==> src/rtl/rh_port_pkg.sv <==
package rh_port_pkg;
  localparam int REG_W   = 32;
  localparam int NUM_CHG = 2;
  localparam int B_CCS   = 0;   // connected / clear-enable cmd
  localparam int B_PES   = 1;   // enabled / set-enable cmd
  localparam int B_PSS   = 2;   // suspended / set-suspend cmd
  localparam int B_OCI   = 3;   // overcurrent / clear-suspend cmd
  localparam int B_PRS   = 4;   // reset active / set-reset cmd
  localparam int B_PPS   = 8;   // power / set-power cmd
  localparam int B_CPP   = 9;   // clear-power cmd
  localparam int B_CSC   = 16;  // connect change
  localparam int B_PRSC  = 20;  // reset change
  localparam int CHG_CONN = 0;
  localparam int CHG_RST  = 1;
endpackage

==> src/rtl/rh_power_ctl.sv <==
module rh_power_ctl (
  input  logic clk_i,
  input  logic rst_ni,
  input  logic psm_i,
  input  logic mask_i,
  input  logic unsup_i,
  input  logic oc_i,
  input  logic gset_i,
  input  logic gclr_i,
  input  logic pset_i,
  input  logic pclr_i,
  output logic pwr_o
);
  logic pwr_q, port_mode, set_sel, clr_sel;

  assign port_mode = psm_i & mask_i;
  assign set_sel   = port_mode ? pset_i : gset_i;
  assign clr_sel   = port_mode ? pclr_i : gclr_i;

  always_ff @(posedge clk_i or negedge rst_ni) begin
    if (!rst_ni)                pwr_q <= 1'b0;
    else if (oc_i || clr_sel)   pwr_q <= 1'b0;  // clear wins
    else if (set_sel)           pwr_q <= 1'b1;
  end

  assign pwr_o = pwr_q | unsup_i;

  assert_oc_clears_R4: assert property (@(posedge clk_i) disable iff (!rst_ni)
    oc_i |=> !pwr_q);
  assert_glob_clear_wins_R3: assert property (@(posedge clk_i) disable iff (!rst_ni)
    (gclr_i && !(psm_i && mask_i)) |=> !pwr_q);
endmodule

==> src/rtl/rh_link_state.sv <==
module rh_link_state (
  input  logic clk_i,
  input  logic rst_ni,
  input  logic pwr_i,
  input  logic conn_i,
  input  logic set_rst_i,
  input  logic set_en_i,
  input  logic clr_en_i,
  input  logic set_susp_i,
  input  logic clr_susp_i,
  input  logic rst_done_i,
  output logic conn_o,
  output logic en_o,
  output logic susp_o,
  output logic prs_o,
  output logic resume_o,
  output logic csc_set_o,
  output logic prsc_set_o
);
  logic conn_q, en_q, susp_q, prs_q, resume_q;
  logic conn_d, en_d, susp_d, prs_d, resume_go, rst_fin;

  assign conn_d    = pwr_i & conn_i;
  assign resume_go = clr_susp_i & susp_q;
  assign rst_fin   = rst_done_i & prs_q;

  always_comb begin
    if (!pwr_i || !conn_d)      prs_d = 1'b0;
    else if (rst_done_i)        prs_d = 1'b0;
    else if (set_rst_i)         prs_d = 1'b1;
    else                        prs_d = prs_q;

    if (!pwr_i || !conn_d)      en_d = 1'b0;
    else if (clr_en_i)          en_d = 1'b0;
    else if (set_en_i && conn_q) en_d = 1'b1;
    else if (rst_fin)           en_d = 1'b1;
    else                        en_d = en_q;

    if (!pwr_i || !en_d)        susp_d = 1'b0;
    else if (resume_go)         susp_d = 1'b0;
    else if (set_susp_i && en_q) susp_d = 1'b1;
    else                        susp_d = susp_q;
  end

  always_ff @(posedge clk_i or negedge rst_ni) begin
    if (!rst_ni) begin
      conn_q <= 1'b0; en_q <= 1'b0; susp_q <= 1'b0; prs_q <= 1'b0; resume_q <= 1'b0;
    end else begin
      conn_q   <= conn_d;
      en_q     <= en_d;
      susp_q   <= susp_d;
      prs_q    <= prs_d;
      resume_q <= resume_go;
    end
  end

  // disconnected reset request is reported, not acted on
  assign csc_set_o  = (pwr_i && (conn_i != conn_q)) || (set_rst_i && !conn_q);
  assign prsc_set_o = rst_fin;
  assign conn_o     = conn_q;
  assign en_o       = en_q;
  assign susp_o     = susp_q;
  assign prs_o      = prs_q;
  assign resume_o   = resume_q;

  assert_unpowered_idle_R5: assert property (@(posedge clk_i) disable iff (!rst_ni)
    !pwr_i |=> !(conn_q || en_q || susp_q || prs_q));
  assert_resume_needs_susp_R8: assert property (@(posedge clk_i) disable iff (!rst_ni)
    resume_q |-> ($past(susp_q) && $past(clr_susp_i)));
  assert_resume_single_R8: assert property (@(posedge clk_i) disable iff (!rst_ni)
    resume_q |-> !susp_q);
endmodule

==> src/rtl/rh_change_flags.sv <==
module rh_change_flags #(
  parameter int N = 2
) (
  input  logic         clk_i,
  input  logic         rst_ni,
  input  logic [N-1:0] set_i,
  input  logic [N-1:0] clr_i,
  output logic [N-1:0] flag_o
);
  logic [N-1:0] flag_q;

  for (genvar g = 0; g < N; g++) begin : g_flag
    always_ff @(posedge clk_i or negedge rst_ni) begin
      if (!rst_ni)       flag_q[g] <= 1'b0;
      else if (set_i[g]) flag_q[g] <= 1'b1;  // set beats clear
      else if (clr_i[g]) flag_q[g] <= 1'b0;
    end

    assert_set_beats_clr_R11: assert property (@(posedge clk_i) disable iff (!rst_ni)
      set_i[g] |=> flag_q[g]);
  end

  assign flag_o = flag_q;
endmodule

==> src/rtl/rh_port_status.sv <==
module rh_port_status
  import rh_port_pkg::*;
(
  input  logic             clk_i,
  input  logic             rst_ni,
  input  logic             pwr_mode_i,
  input  logic             pwr_mask_i,
  input  logic             no_pwr_sw_i,
  input  logic             oc_report_i,
  input  logic             oc_i,
  input  logic             conn_i,
  input  logic             rst_done_i,
  input  logic             gpwr_set_i,
  input  logic             gpwr_clr_i,
  input  logic             wr_en_i,
  input  logic             chg_clr_i,
  input  logic [REG_W-1:0] wdata_i,
  output logic [REG_W-1:0] rdata_o,
  output logic             resume_o
);
  logic [REG_W-1:0]   cmd;
  logic               pwr, conn, en, susp, prs, csc_set, prsc_set;
  logic [NUM_CHG-1:0] chg_set, chg_clr, chg;
  logic               unused_wdata;

  assign cmd = wr_en_i ? wdata_i : '0;

  rh_power_ctl u_pwr (
    .clk_i   (clk_i),
    .rst_ni  (rst_ni),
    .psm_i   (pwr_mode_i),
    .mask_i  (pwr_mask_i),
    .unsup_i (no_pwr_sw_i),
    .oc_i    (oc_i),
    .gset_i  (gpwr_set_i),
    .gclr_i  (gpwr_clr_i),
    .pset_i  (cmd[B_PPS]),
    .pclr_i  (cmd[B_CPP]),
    .pwr_o   (pwr)
  );

  rh_link_state u_link (
    .clk_i      (clk_i),
    .rst_ni     (rst_ni),
    .pwr_i      (pwr),
    .conn_i     (conn_i),
    .set_rst_i  (cmd[B_PRS]),
    .set_en_i   (cmd[B_PES]),
    .clr_en_i   (cmd[B_CCS]),
    .set_susp_i (cmd[B_PSS]),
    .clr_susp_i (cmd[B_OCI]),
    .rst_done_i (rst_done_i),
    .conn_o     (conn),
    .en_o       (en),
    .susp_o     (susp),
    .prs_o      (prs),
    .resume_o   (resume_o),
    .csc_set_o  (csc_set),
    .prsc_set_o (prsc_set)
  );

  assign chg_set[CHG_CONN] = csc_set;
  assign chg_set[CHG_RST]  = prsc_set;
  assign chg_clr[CHG_CONN] = chg_clr_i & wdata_i[B_CSC];
  assign chg_clr[CHG_RST]  = chg_clr_i & wdata_i[B_PRSC];

  rh_change_flags #(.N(NUM_CHG)) u_chg (
    .clk_i  (clk_i),
    .rst_ni (rst_ni),
    .set_i  (chg_set),
    .clr_i  (chg_clr),
    .flag_o (chg)
  );

  always_comb begin
    rdata_o         = '0;
    rdata_o[B_CCS]  = conn;
    rdata_o[B_PES]  = en;
    rdata_o[B_PSS]  = susp;
    rdata_o[B_OCI]  = oc_i & oc_report_i;
    rdata_o[B_PRS]  = prs;
    rdata_o[B_PPS]  = pwr;
    rdata_o[B_CSC]  = chg[CHG_CONN];
    rdata_o[B_PRSC] = chg[CHG_RST];
  end

  assign unused_wdata = ^{cmd[REG_W-1:B_CPP+1], cmd[B_PPS-1:B_PRS+1]};

  assert_bad_reset_flags_R6: assert property (@(posedge clk_i) disable iff (!rst_ni)
    (wr_en_i && wdata_i[B_PRS] && !rdata_o[B_CCS]) |=> (rdata_o[B_CSC] && !rdata_o[B_PRS]));
  assert_reset_done_R7: assert property (@(posedge clk_i) disable iff (!rst_ni)
    (rst_done_i && rdata_o[B_PRS]) |=> (!rdata_o[B_PRS] && rdata_o[B_PRSC]));
  assert_reserved_zero_R12: assert property (@(posedge clk_i) disable iff (!rst_ni)
    rdata_o[7:5] == 3'b000);
endmodule

==> config.mk <==
export PLATFORM = sky130hd
export DESIGN_NAME = rh_port_status
export DESIGN_NICKNAME = d
export VERILOG_FILES = /design/src/rtl/rh_port_pkg.sv /design/src/rtl/rh_power_ctl.sv /design/src/rtl/rh_link_state.sv /design/src/rtl/rh_change_flags.sv /design/src/rtl/rh_port_status.sv
export SDC_FILE = /design/constraint.sdc
export NUM_CORES = 1
export LEC_CHECK = 0
export CAP_MARGIN = 0
export CELL_PAD_IN_SITES_DETAIL_PLACEMENT = 0
export CELL_PAD_IN_SITES_GLOBAL_PLACEMENT = 2
export CORE_MARGIN = 2
export CORE_UTILIZATION = 13
export DETAILED_ROUTE_END_ITERATION = 10
export GPL_ROUTABILITY_DRIVEN = 0
export PLACE_DENSITY_LB_ADDON = 0.1
export SYNTH_ARGS = -nofsm -noshare
export SYNTH_HDL_FRONTEND = slang
export SYNTH_HIERARCHICAL = 1
export SYNTH_SLANG_ARGS = --single-unit
==> constraint.sdc <==
create_clock -name clk_i -period 3.4 [get_ports clk_i]
set_input_delay 0.68 -clock clk_i [delete_from_list [all_inputs] [get_ports clk_i]]
set_output_delay 0.68 -clock clk_i [all_outputs]
set_load 0.03 [all_outputs]
# [After elaboration in Yosys (flattened, before gate mapping)]
# Cells that the tools add are included.
[classes] n_mux=19 reduce_logical=17 eq_ne=1 bitwise=8
[op_table] operator="1-bit two-way mux" count=18
[op_table] operator="10-bit two-way mux" count=1
[op_table] operator="1-bit AND" count=7
[op_table] operator="2-bit nonzero test" count=3
[op_table] operator="3-bit nonzero test" count=2
[op_table] operator="1-bit logical AND" count=4
[op_table] operator="1-bit zero test" count=4
[op_table] operator="1-bit logical OR" count=4
[op_table] operator="1-bit != test" count=1
[op_table] operator="1-bit bitwise OR" count=1
[word_totals] output_inout_bits=33 input_bits=45 register_bits=8

# [Logic depth before layout (Yosys ltp)]
# Gate-level depths: netlist (run 1).
[depth] ltp_word=8 depth_mapped=4 ltp_nobuf=4

# [Cells and area by module]
# Netlist (run 1), hierarchy kept.
[modules_own_cells] mod="rh_port_status" seq_area_each_um2=0.0 instances=1 cells_per_inst=40 area_each_um2=284.0
[modules_own_cells] mod="rh_link_state" seq_area_each_um2=125.1 instances=1 cells_per_inst=19 area_each_um2=227.7
[modules_own_cells] mod="rh_power_ctl" seq_area_each_um2=25.0 instances=1 cells_per_inst=7 area_each_um2=75.1
[modules_own_cells] mod="rh_change_flags" seq_area_each_um2=50.0 instances=1 cells_per_inst=6 area_each_um2=72.6

# [Worst setup path before layout (run 1)]
# No wires, ideal clock.
[synth_path] path_type="input port to output port" startpoint="input no_pwr_sw_i" endpoint="output rdata_o[8]" arrival_ns=1.158 setup_slack_ns=1.562 path_stages=2 path_cell_list="or2_2 > buf_4"
[synth_via] elab_chain_len=1
[synth_lines] element="from (decl)" line="rh_port_status.sv:8" rtl="input logic no_pwr_sw_i,"
[synth_lines] element="1-bit bitwise OR" line="rh_power_ctl.sv:26" rtl="assign pwr_o = pwr_q | unsup_i;"
[synth_lines] element="to (decl)" line="rh_port_status.sv:18" rtl="output logic [REG_W-1:0] rdata_o,"
# Every way passes these cells.

# [Final worst setup path (run 1)]
# Ends and elaborated chain as after synthesis.

==> results.json, run 1 <==
{
  "status": "completed",
  "tns_ps": 0,
  "synth_cell_types": 20,
  "synth_edf_count": 0,
  "hpwl_um": 1260,
  "viasPerCell": 2.84,
  "cap_violations": 0,
  "setup_viol": 0,
  "final_common_cell": "clkdlybuf4s50_1",
  "dieArea_mm2": 0.00566,
  "via_count": 472,
  "fmax_mhz": 373,
  "globalRouteOverflowTotal": 0,
  "cts_buffers": 3,
  "grt_use_total_pct": 5.39,
  "p_per_area_mw_per_mm2": 335,
  "worstSkewPairLatency_ps": 220,
  "rrSetupSlack_ps": 2210,
  "hold_end": "u_chg/flag_o[0]",
  "drt_wl_total_um": 1470,
  "synthCells": 72,
  "grt_pass1_wl_um": 2130,
  "root_buffer": "clkbuf_8",
  "drtIter0Drc": 7,
  "h-tree-depth": 1,
  "synth_warnings": 6,
  "fin_crit_ps": 2680,
  "cts.reportedPaths.clkPinSlew_ps": 40,
  "worstReg2RegStart": "u_pwr/pwr_q",
  "numPortBuffers": 30,
  "hold_viol": 0,
  "synth_top_flop_cell": "dfrtp_1",
  "p_total_mw": 0.320,
  "cts_sinks": 8,
  "power.leakage_nw": 0.445,
  "grt_max_degree": 9,
  "layout-drive-gt1-share_pct": 9.09,
  "grt_pass1_vias": 436,
  "finalNonFillerCells": 166,
  "worstPathMaxFanout": 4,
  "regToRegEndpoint": "u_chg/flag_o[0]",
  "clock_path_buffers": 2,
  "syn_area_um2": 659,
  "async_reset_ff_share_pct": 100,
  "fp.dieH_um": 75.2,
  "synth-seq-cells": 8,
  "fin_skew_ps": 1.53,
  "ios": 78,
  "ys_seq_area_share_pct": 30.4,
  "fin_ws_ps": 717,
  "core_mm2": 0.00482,
  "holdCritStartpoint": "u_chg/flag_o[0]",
  "placedCellCount": 163,
  "floorplan.rows": 25,
  "first_pass_iters": 4,
  "rr_worst_depth": 4,
  "antenna_found_initial": 0,
  "wire_per_inst_um": 8.87,
  "worstPathArrival_ps": 2000,
  "dpl_worst_slack_ps": 702,
  "finalNetCount": 146,
  "holdWs_ps": 470,
  "ctsResizeCount": 0,
  "critPathRequiredTime_ps": 2720,
  "antenna_cells": 0,
  "post-route-period-util_pct": 78.9,
  "rsz0062_at_grt": "no",
  "critPathLaunchType": "primary input",
  "synth_area_per_cell_um2": 9.16,
  "worst_hold_path_type": "reg2reg",
  "postCtsSetupBuffers": 0,
  "start_util_pct": 13.7,
  "final_cell_mix": "clkdlybuf4s50_1, conb_1, and2_1, dfrtp_1",
  "end_kind": "primary output",
  "drtAntennaViolNets": 0,
  "areaGrowthSynthToFinish_pct": 44.6,
  "die_w_um": 75.2,
  "cts_tree": "yes",
  "slew_viol_final": 0,
  "drc": 0,
  "critPathKind": "in2out",
  "peakVddDrop_mv": 0.0754,
  "cts_hold_buf": 0,
  "min_path_cells": 1
}
[cell families (layout without fill, tap and decap cells)]
| group | Yosys count | after routing | share of synthesized area (%) |
|---|---|---|---|
| simple gates | 23 | 23 | 22.8 |
| compound gates | 8 | 8 | 11.6 |
| buf+inv | 32 | 36 | 34.7 |
| other cells | 1 | 24 | 0.569 |
| flops | 8 | 8 | 30.4 |
[layer usage]
| layer | GRT usage, % | wire (um) | vias to the layer above |
|---|---|---|---|
| met2 | 7.02 | 618 | 35 |
| met3 | 2.41 | 184 | 2 |
| met4 | 2.92 | 18 | 0 |
| li1 | - | - | 238 |
| met5 | 0 | 0 | - |
| met1 | 7.33 | 651 | 197 |
[worst max path at each step]
stage / to / depth (start not counted) / startpoint
floorplan: rdata_o[8] / 2 / no_pwr_sw_i
global route: rdata_o[8] / 3 / no_pwr_sw_i
global placement: rdata_o[8] / 3 / no_pwr_sw_i
CTS: rdata_o[8] / 3 / no_pwr_sw_i
detailed placement: rdata_o[8] / 3 / no_pwr_sw_i
finish: rdata_o[8] / 3 / no_pwr_sw_i
[worst max-delay path, stage by stage]
cell	delay, ps
clkdlybuf4s50_1	390
or2_2	330
clkdlybuf4s50_1	600
[where the power goes]
group | leakage, nW | total (mW) | switching [mW] | internal [mW]
logic | 0.317 | 0.102 | 0.0631 | 0.0388
registers | 0.106 | 0.103 | 0.00317 | 0.100
clock network | 0.0216 | 0.114 | 0.0376 | 0.0768
[per-stage QoR]
| stage | utilization, % | instance area [um2] |
|---|---|---|
| global placement | 18.9 | 912 |
| detailed placement | 18.9 | 912 |
| global route | 19.8 | 953 |
| finish | 19.8 | 953 |
| CTS | 19.8 | 953 |
| floorplan | - | 746 |
[synth_stat cells, types with 2 or more instances]
| cell type | n | area (um2) |
|---|---|---|
| a21o_1 | 2 | 15.0 |
| nand2_1 | 2 | 7.51 |
| buf_4 | 29 | 218 |
| inv_1 | 3 | 11.3 |
| and2_1 | 11 | 68.8 |
| a2111oi_2 | 2 | 30.0 |
| nor3_1 | 2 | 10.0 |
| dfrtp_1 | 8 | 200 |
| and3_1 | 2 | 12.5 |
[sequential cells by signal (all words and copies together), names as in the netlist]
name / cells
u_link/prs_o: 1
u_link/susp_o: 1
u_link/conn_o: 1
u_chg/flag_o: 2
u_pwr/pwr_q: 1
u_link/en_o: 1
u_link/resume_o: 1
[cell type report]
cell class                 instances  area [um2]
fill                             561        3860
clock buffer                       3        41.3
multi-input combinational         55         317
inverter                           3        11.3
timing repair buffer              30         300
sequential                         8         200
tap                               67        83.8
Note: power is estimated with default switching activity, not from simulation.
==> run 2, diff against run 1 <==
--- a/config.mk
+++ b/config.mk
@@ -9,7 +9,7 @@
 export CELL_PAD_IN_SITES_DETAIL_PLACEMENT = 0
 export CELL_PAD_IN_SITES_GLOBAL_PLACEMENT = 2
 export CORE_MARGIN = 2
-export CORE_UTILIZATION = 13
+export CORE_UTILIZATION = 11
 export DETAILED_ROUTE_END_ITERATION = 10
 export GPL_ROUTABILITY_DRIVEN = 0
 export PLACE_DENSITY_LB_ADDON = 0.1
==> constraint.sdc (replaced) <==
create_clock -name clk_i -period 2.2 [get_ports clk_i]
set_input_delay 0.44 -clock clk_i [delete_from_list [all_inputs] [get_ports clk_i]]
set_output_delay 0.44 -clock clk_i [all_outputs]
set_load 0.03 [all_outputs]
==> results.json, run 2 (synthesized netlist as in run 1, its figures left out) <==
{
  "final_common_cell": "clkdlybuf4s50_1",
  "fmax_mhz": 553,
  "crit_path_cell_trace": "clkdlybuf4s50_1, or2_2, dlymetal6s2s_1",
  "slew_viol_final": 0,
  "critPathLaunchType": "primary input",
  "worst_hold_path_type": "reg2reg",
  "fin_skew_ps": 4.42,
  "clock_path_buffers": 2,
  "via_count": 499,
  "power.leakage_nw": 0.459,
  "fp.dieH_um": 81.4,
  "peakVddDrop_mv": 0.160,
  "layout-drive-gt1-share_pct": 11.0,
  "critPathRequiredTime_ps": 1760,
  "worstSetupStartpoint": "no_pwr_sw_i",
  "regToRegEndpoint": "u_chg/flag_o[0]",
  "antenna_cells": 0,
  "placedCellCount": 172,
  "fin_crit_ps": 1810,
  "final_cell_mix": "clkdlybuf4s50_1, conb_1, and2_1, dfrtp_1",
  "fin_util_pct": 16.6,
  "areaGrowthSynthToFinish_pct": 47.2,
  "antenna_found_initial": 0,
  "drtIter0Drc": 5,
  "postCtsSetupBuffers": 0,
  "end_kind": "primary output",
  "hpwl_um": 1340,
  "grt_pass1_vias": 511,
  "drt_wl_total_um": 1640,
  "worstSkewPairLatency_ps": 230,
  "h-tree-depth": 1,
  "cts.reportedPaths.clkPinSlew_ps": 50,
  "drc": 0,
  "wire_per_inst_um": 9.37,
  "critPathKind": "in2out",
  "dpl_cell_area_um2": 927,
  "viasPerCell": 2.85,
  "cts_tree": "yes",
  "min_path_cells": 1,
  "grt_pass1_wl_um": 2530,
  "ios": 78,
  "rr_worst_depth": 5,
  "floorplan.rows": 28,
  "first_pass_iters": 4,
  "endpoint": "rdata_o[8]",
  "rrSetupSlack_ps": 910,
  "worstPathMaxFanout": 2,
  "finalNetCount": 147,
  "cts_hold_buf": 0,
  "ctsResizeCount": 0,
  "cts_sinks": 8,
  "fillCellCount": 660,
  "die_w_um": 81.4,
  "postLayoutCellArea_um2": 971,
  "rsz0062_at_grt": "no",
  "grt_use_total_pct": 5.18,
  "worstReg2RegStart": "u_pwr/pwr_q",
  "slowest_delay_ps": 390,
  "p_per_area_mw_per_mm2": 516,
  "core_mm2": 0.00585,
  "grt_max_degree": 9,
  "largest_reg_flops": 2,
  "numPortBuffers": 30,
  "setup_viol": 0,
  "root_buffer": "clkbuf_8",
  "post-route-period-util_pct": 82.2,
  "start_util_pct": 11.3,
  "drtAntennaViolNets": 0,
  "cts_buffers": 3,
  "globalRouteOverflowTotal": 0,
  "cap_violations": 0,
  "worstPathArrival_ps": 1370,
  "status": "completed",
  "dieArea_mm2": 0.00663,
  "critPathSlowestCell": "clkdlybuf4s50_1",
  "finalNonFillerCells": 175,
  "hold_viol": 0,
  "tns_ps": 0
}
[run 2: changes by cell type in the layout (fill, tap and decap cells not counted), sizes merged]
cell / before / now
buf: 0 / 2
clkdlybuf4s50: 30 / 28
dlymetal6s2s: 0 / 1
[run 2: final cells by class]
class	instances	area, um2	share of cell area (%)
Inverter	3	11.3	1.16
Timing Repair Buffer	31	308	31.7
Sequential cell	8	200	20.6
Tap cell	75	93.8	9.66
Multi-Input combinational cell	55	317	32.6
Clock buffer	3	41.3	4.25
[run 2: through the flow]
step,hold WS (ps),setup slack [ps],power [mW]
floorplan,144,842,0.293
detailed placement,469,30.4,0.323
CTS,480,30.4,0.517
global route,487,345,0.538
finish,474,391,0.501
global placement,458,20.3,0.323
[run 2: how the worst min path moves through the flow]
stage	startpoint	to	slack [ps]
4_1_cts	u_chg/flag_o[0]	u_chg/flag_o[0]	480
2_1_floorplan	rst_ni	u_chg/flag_o[0]	140
3_5_place_dp	u_chg/flag_o[0]	u_chg/flag_o[0]	470
6_report	u_chg/flag_o[1]	u_chg/flag_o[1]	470
5_1_grt	u_chg/flag_o[1]	u_chg/flag_o[1]	490
3_3_place_gp	u_chg/flag_o[0]	u_chg/flag_o[0]	460
[run 2: per-layer routing]
layer	track usage, %	part of all wire, %
met5	0	0
met4	1.02	0.37
met2	8.77	48
met3	2.64	11
met1	5.86	40
[run 2: critical path: cells and delay by family]
| family | cells | cell delay [ps] |
|---|---|---|
| and+or+nand+nor | 1 | 300 |
| buffers and inverters | 2 | 630 |
[run 2: power breakdown]
part	switching (mW)	internal (mW)
Combinational	0.0993	0.0610
Sequential	0.00503	0.154
Clock	0.0621	0.119
==> run 3, diff against run 2 <==
==> constraint.sdc (replaced) <==
create_clock -name clk_i -period 1.47 [get_ports clk_i]
set_input_delay 0.294 -clock clk_i [delete_from_list [all_inputs] [get_ports clk_i]]
set_output_delay 0.294 -clock clk_i [all_outputs]
set_load 0.03 [all_outputs]
==> results.json, run 3 (synthesized netlist as in run 1, its figures left out) <==
{
  "worstPathMaxFanout": 2,
  "p_sw_mw": 0.246,
  "critPathKind": "in2out",
  "fmax_mhz": 702,
  "wire_per_inst_um": 9.18,
  "drc": 0,
  "final_common_cell": "conb_1",
  "grt_pass1_wl_um": 2300,
  "finalNetCount": 152,
  "floorplan.rows": 28,
  "clock_path_buffers": 2,
  "dieArea_mm2": 0.00663,
  "worstSkewPairLatency_ps": 230,
  "areaGrowthSynthToFinish_pct": 52.9,
  "power.share.switching_pct": 32.9,
  "fp.dieH_um": 81.4,
  "globalRouteOverflowTotal": 0,
  "die_w_um": 81.4,
  "cap_violations": 0,
  "antenna_cells": 0,
  "p_total_mw": 0.748,
  "top_layer_used": "met4",
  "drtIter0Drc": 19,
  "tns_ps": 0,
  "p_comb_share_pct": 32.7,
  "drt_wl_total_um": 1650,
  "slowest_delay_ps": 390,
  "cts_hold_buf": 0,
  "root_buffer": "clkbuf_8",
  "cts_buffers": 3,
  "via_count": 498,
  "hold_viol": 0,
  "numPortBuffers": 30,
  "slew_viol_final": 0,
  "grt_max_degree": 9,
  "first_pass_iters": 3,
  "h-tree-depth": 1,
  "wl_met2_um": 809,
  "cts_sinks": 8,
  "grt_pass1_vias": 486,
  "critPathTopFamily": "buffers and inverters",
  "setup_viol": 0,
  "antenna_found_initial": 0,
  "post-route-period-util_pct": 97.0,
  "end_kind": "primary output",
  "crit_path_cell_trace": "clkdlybuf4s50_1, or2_2, buf_6",
  "peakVddDrop_mv": 0.171,
  "critPathRequiredTime_ps": 1180,
  "viasPerCell": 2.77,
  "drt-met1-wl_um": 670,
  "dpl_cell_area_um2": 975,
  "power.leakage_nw": 0.506,
  "cts.reportedPaths.clkPinSlew_ps": 40,
  "status": "completed",
  "p_seq_share_pct": 31.7,
  "power_frac_clock_pct": 35.6,
  "worst_hold_path_type": "in2async",
  "ios": 78,
  "path_buf_inv": 2,
  "critPathLaunchType": "primary input",
  "grt_use_total_pct": 4.88,
  "drtAntennaViolNets": 0,
  "fin_util_pct": 17.2,
  "rsz0062_at_grt": "no",
  "final_cell_mix": "conb_1, clkdlybuf4s50_1, and2_1, dfrtp_1",
  "core_mm2": 0.00585,
  "cts_tree": "yes",
  "layout-drive-gt1-share_pct": 17.1,
  "p_int_mw": 0.502,
  "worstPathArrival_ps": 1130,
  "critPathSlowestCell": "clkdlybuf4s50_1",
  "dr_wl_met3_um": 164,
  "postLayoutCellArea_mm2": 0.00101,
  "largest_reg_flops": 2,
  "p_per_area_mw_per_mm2": 742,
  "fin_crit_ps": 1430,
  "fin_skew_ps": 4.36,
  "hpwl_um": 1420,
  "start_util_pct": 11.3
}
==> run 3: layout make-up <==
class / count / area, um2
Inverter: 3 / 11.3
Fill cell: 658 / 4840
Sequential cell: 8 / 200
Multi-Input combinational cell: 55 / 317
Clock buffer: 3 / 41.3
Timing Repair Buffer: 36 / 345
Tap cell: 75 / 93.8
==> run 3: repair_timing <==
action                     CTS  global route
gates resized for setup     10             5
setup endpoints to repair   11             1
buffers inserted             0             0
==> run 3: power groups by stage <==
stage	sequential (mW)	clock, mW	combinational [mW]
floorplan	0.252	0	0.187
global placement	0.240	0	0.253
detailed placement	0.241	0	0.253
CTS	0.237	0.285	0.246
global route	0.238	0.302	0.262
finish	0.237	0.267	0.244
==> run 3: path summary, 6_finish.rpt <==
check	start	end	slack [ps]	cells past startpoint
worst max-delay path	no_pwr_sw_i	rdata_o[8]	40	3
max in group asynchronous	rst_ni	u_link/susp_o	790	1
min in group clk_i	u_chg/flag_o[0]	u_chg/flag_o[0]	470	1
worst max register to register	u_pwr/pwr_q	u_chg/flag_o[0]	160	5
worst min register to register	u_chg/flag_o[0]	u_chg/flag_o[0]	470	1
worst min-delay path	rst_ni	u_link/prs_o	380	1
==> run 3: worst register-to-register path, cell delays in order, from the launching register on <==
cell and delay [ps]:
dfrtp_1 380, or2_2 290, buf_4 150, a21oi_1 140, o21ai_0 90, a21o_1 150
==> run 3: per-stage QoR <==
stage	hold WS (ps)	setup slack [ps]	cells
2_1_floorplan	-1.59	350	95
3_3_place_gp	459	-402	177
3_5_place_dp	473	-403	177
4_1_cts	396	-91.6	180
5_1_grt	416	14.8	180
6_report	377	44.7	180
==> run 3: routing by layer <==
metal,vias up,track usage (%)
met3,2,1.98
li1,249,-
met1,218,5.66
met5,-,0
met4,0,2.03
met2,29,7.95
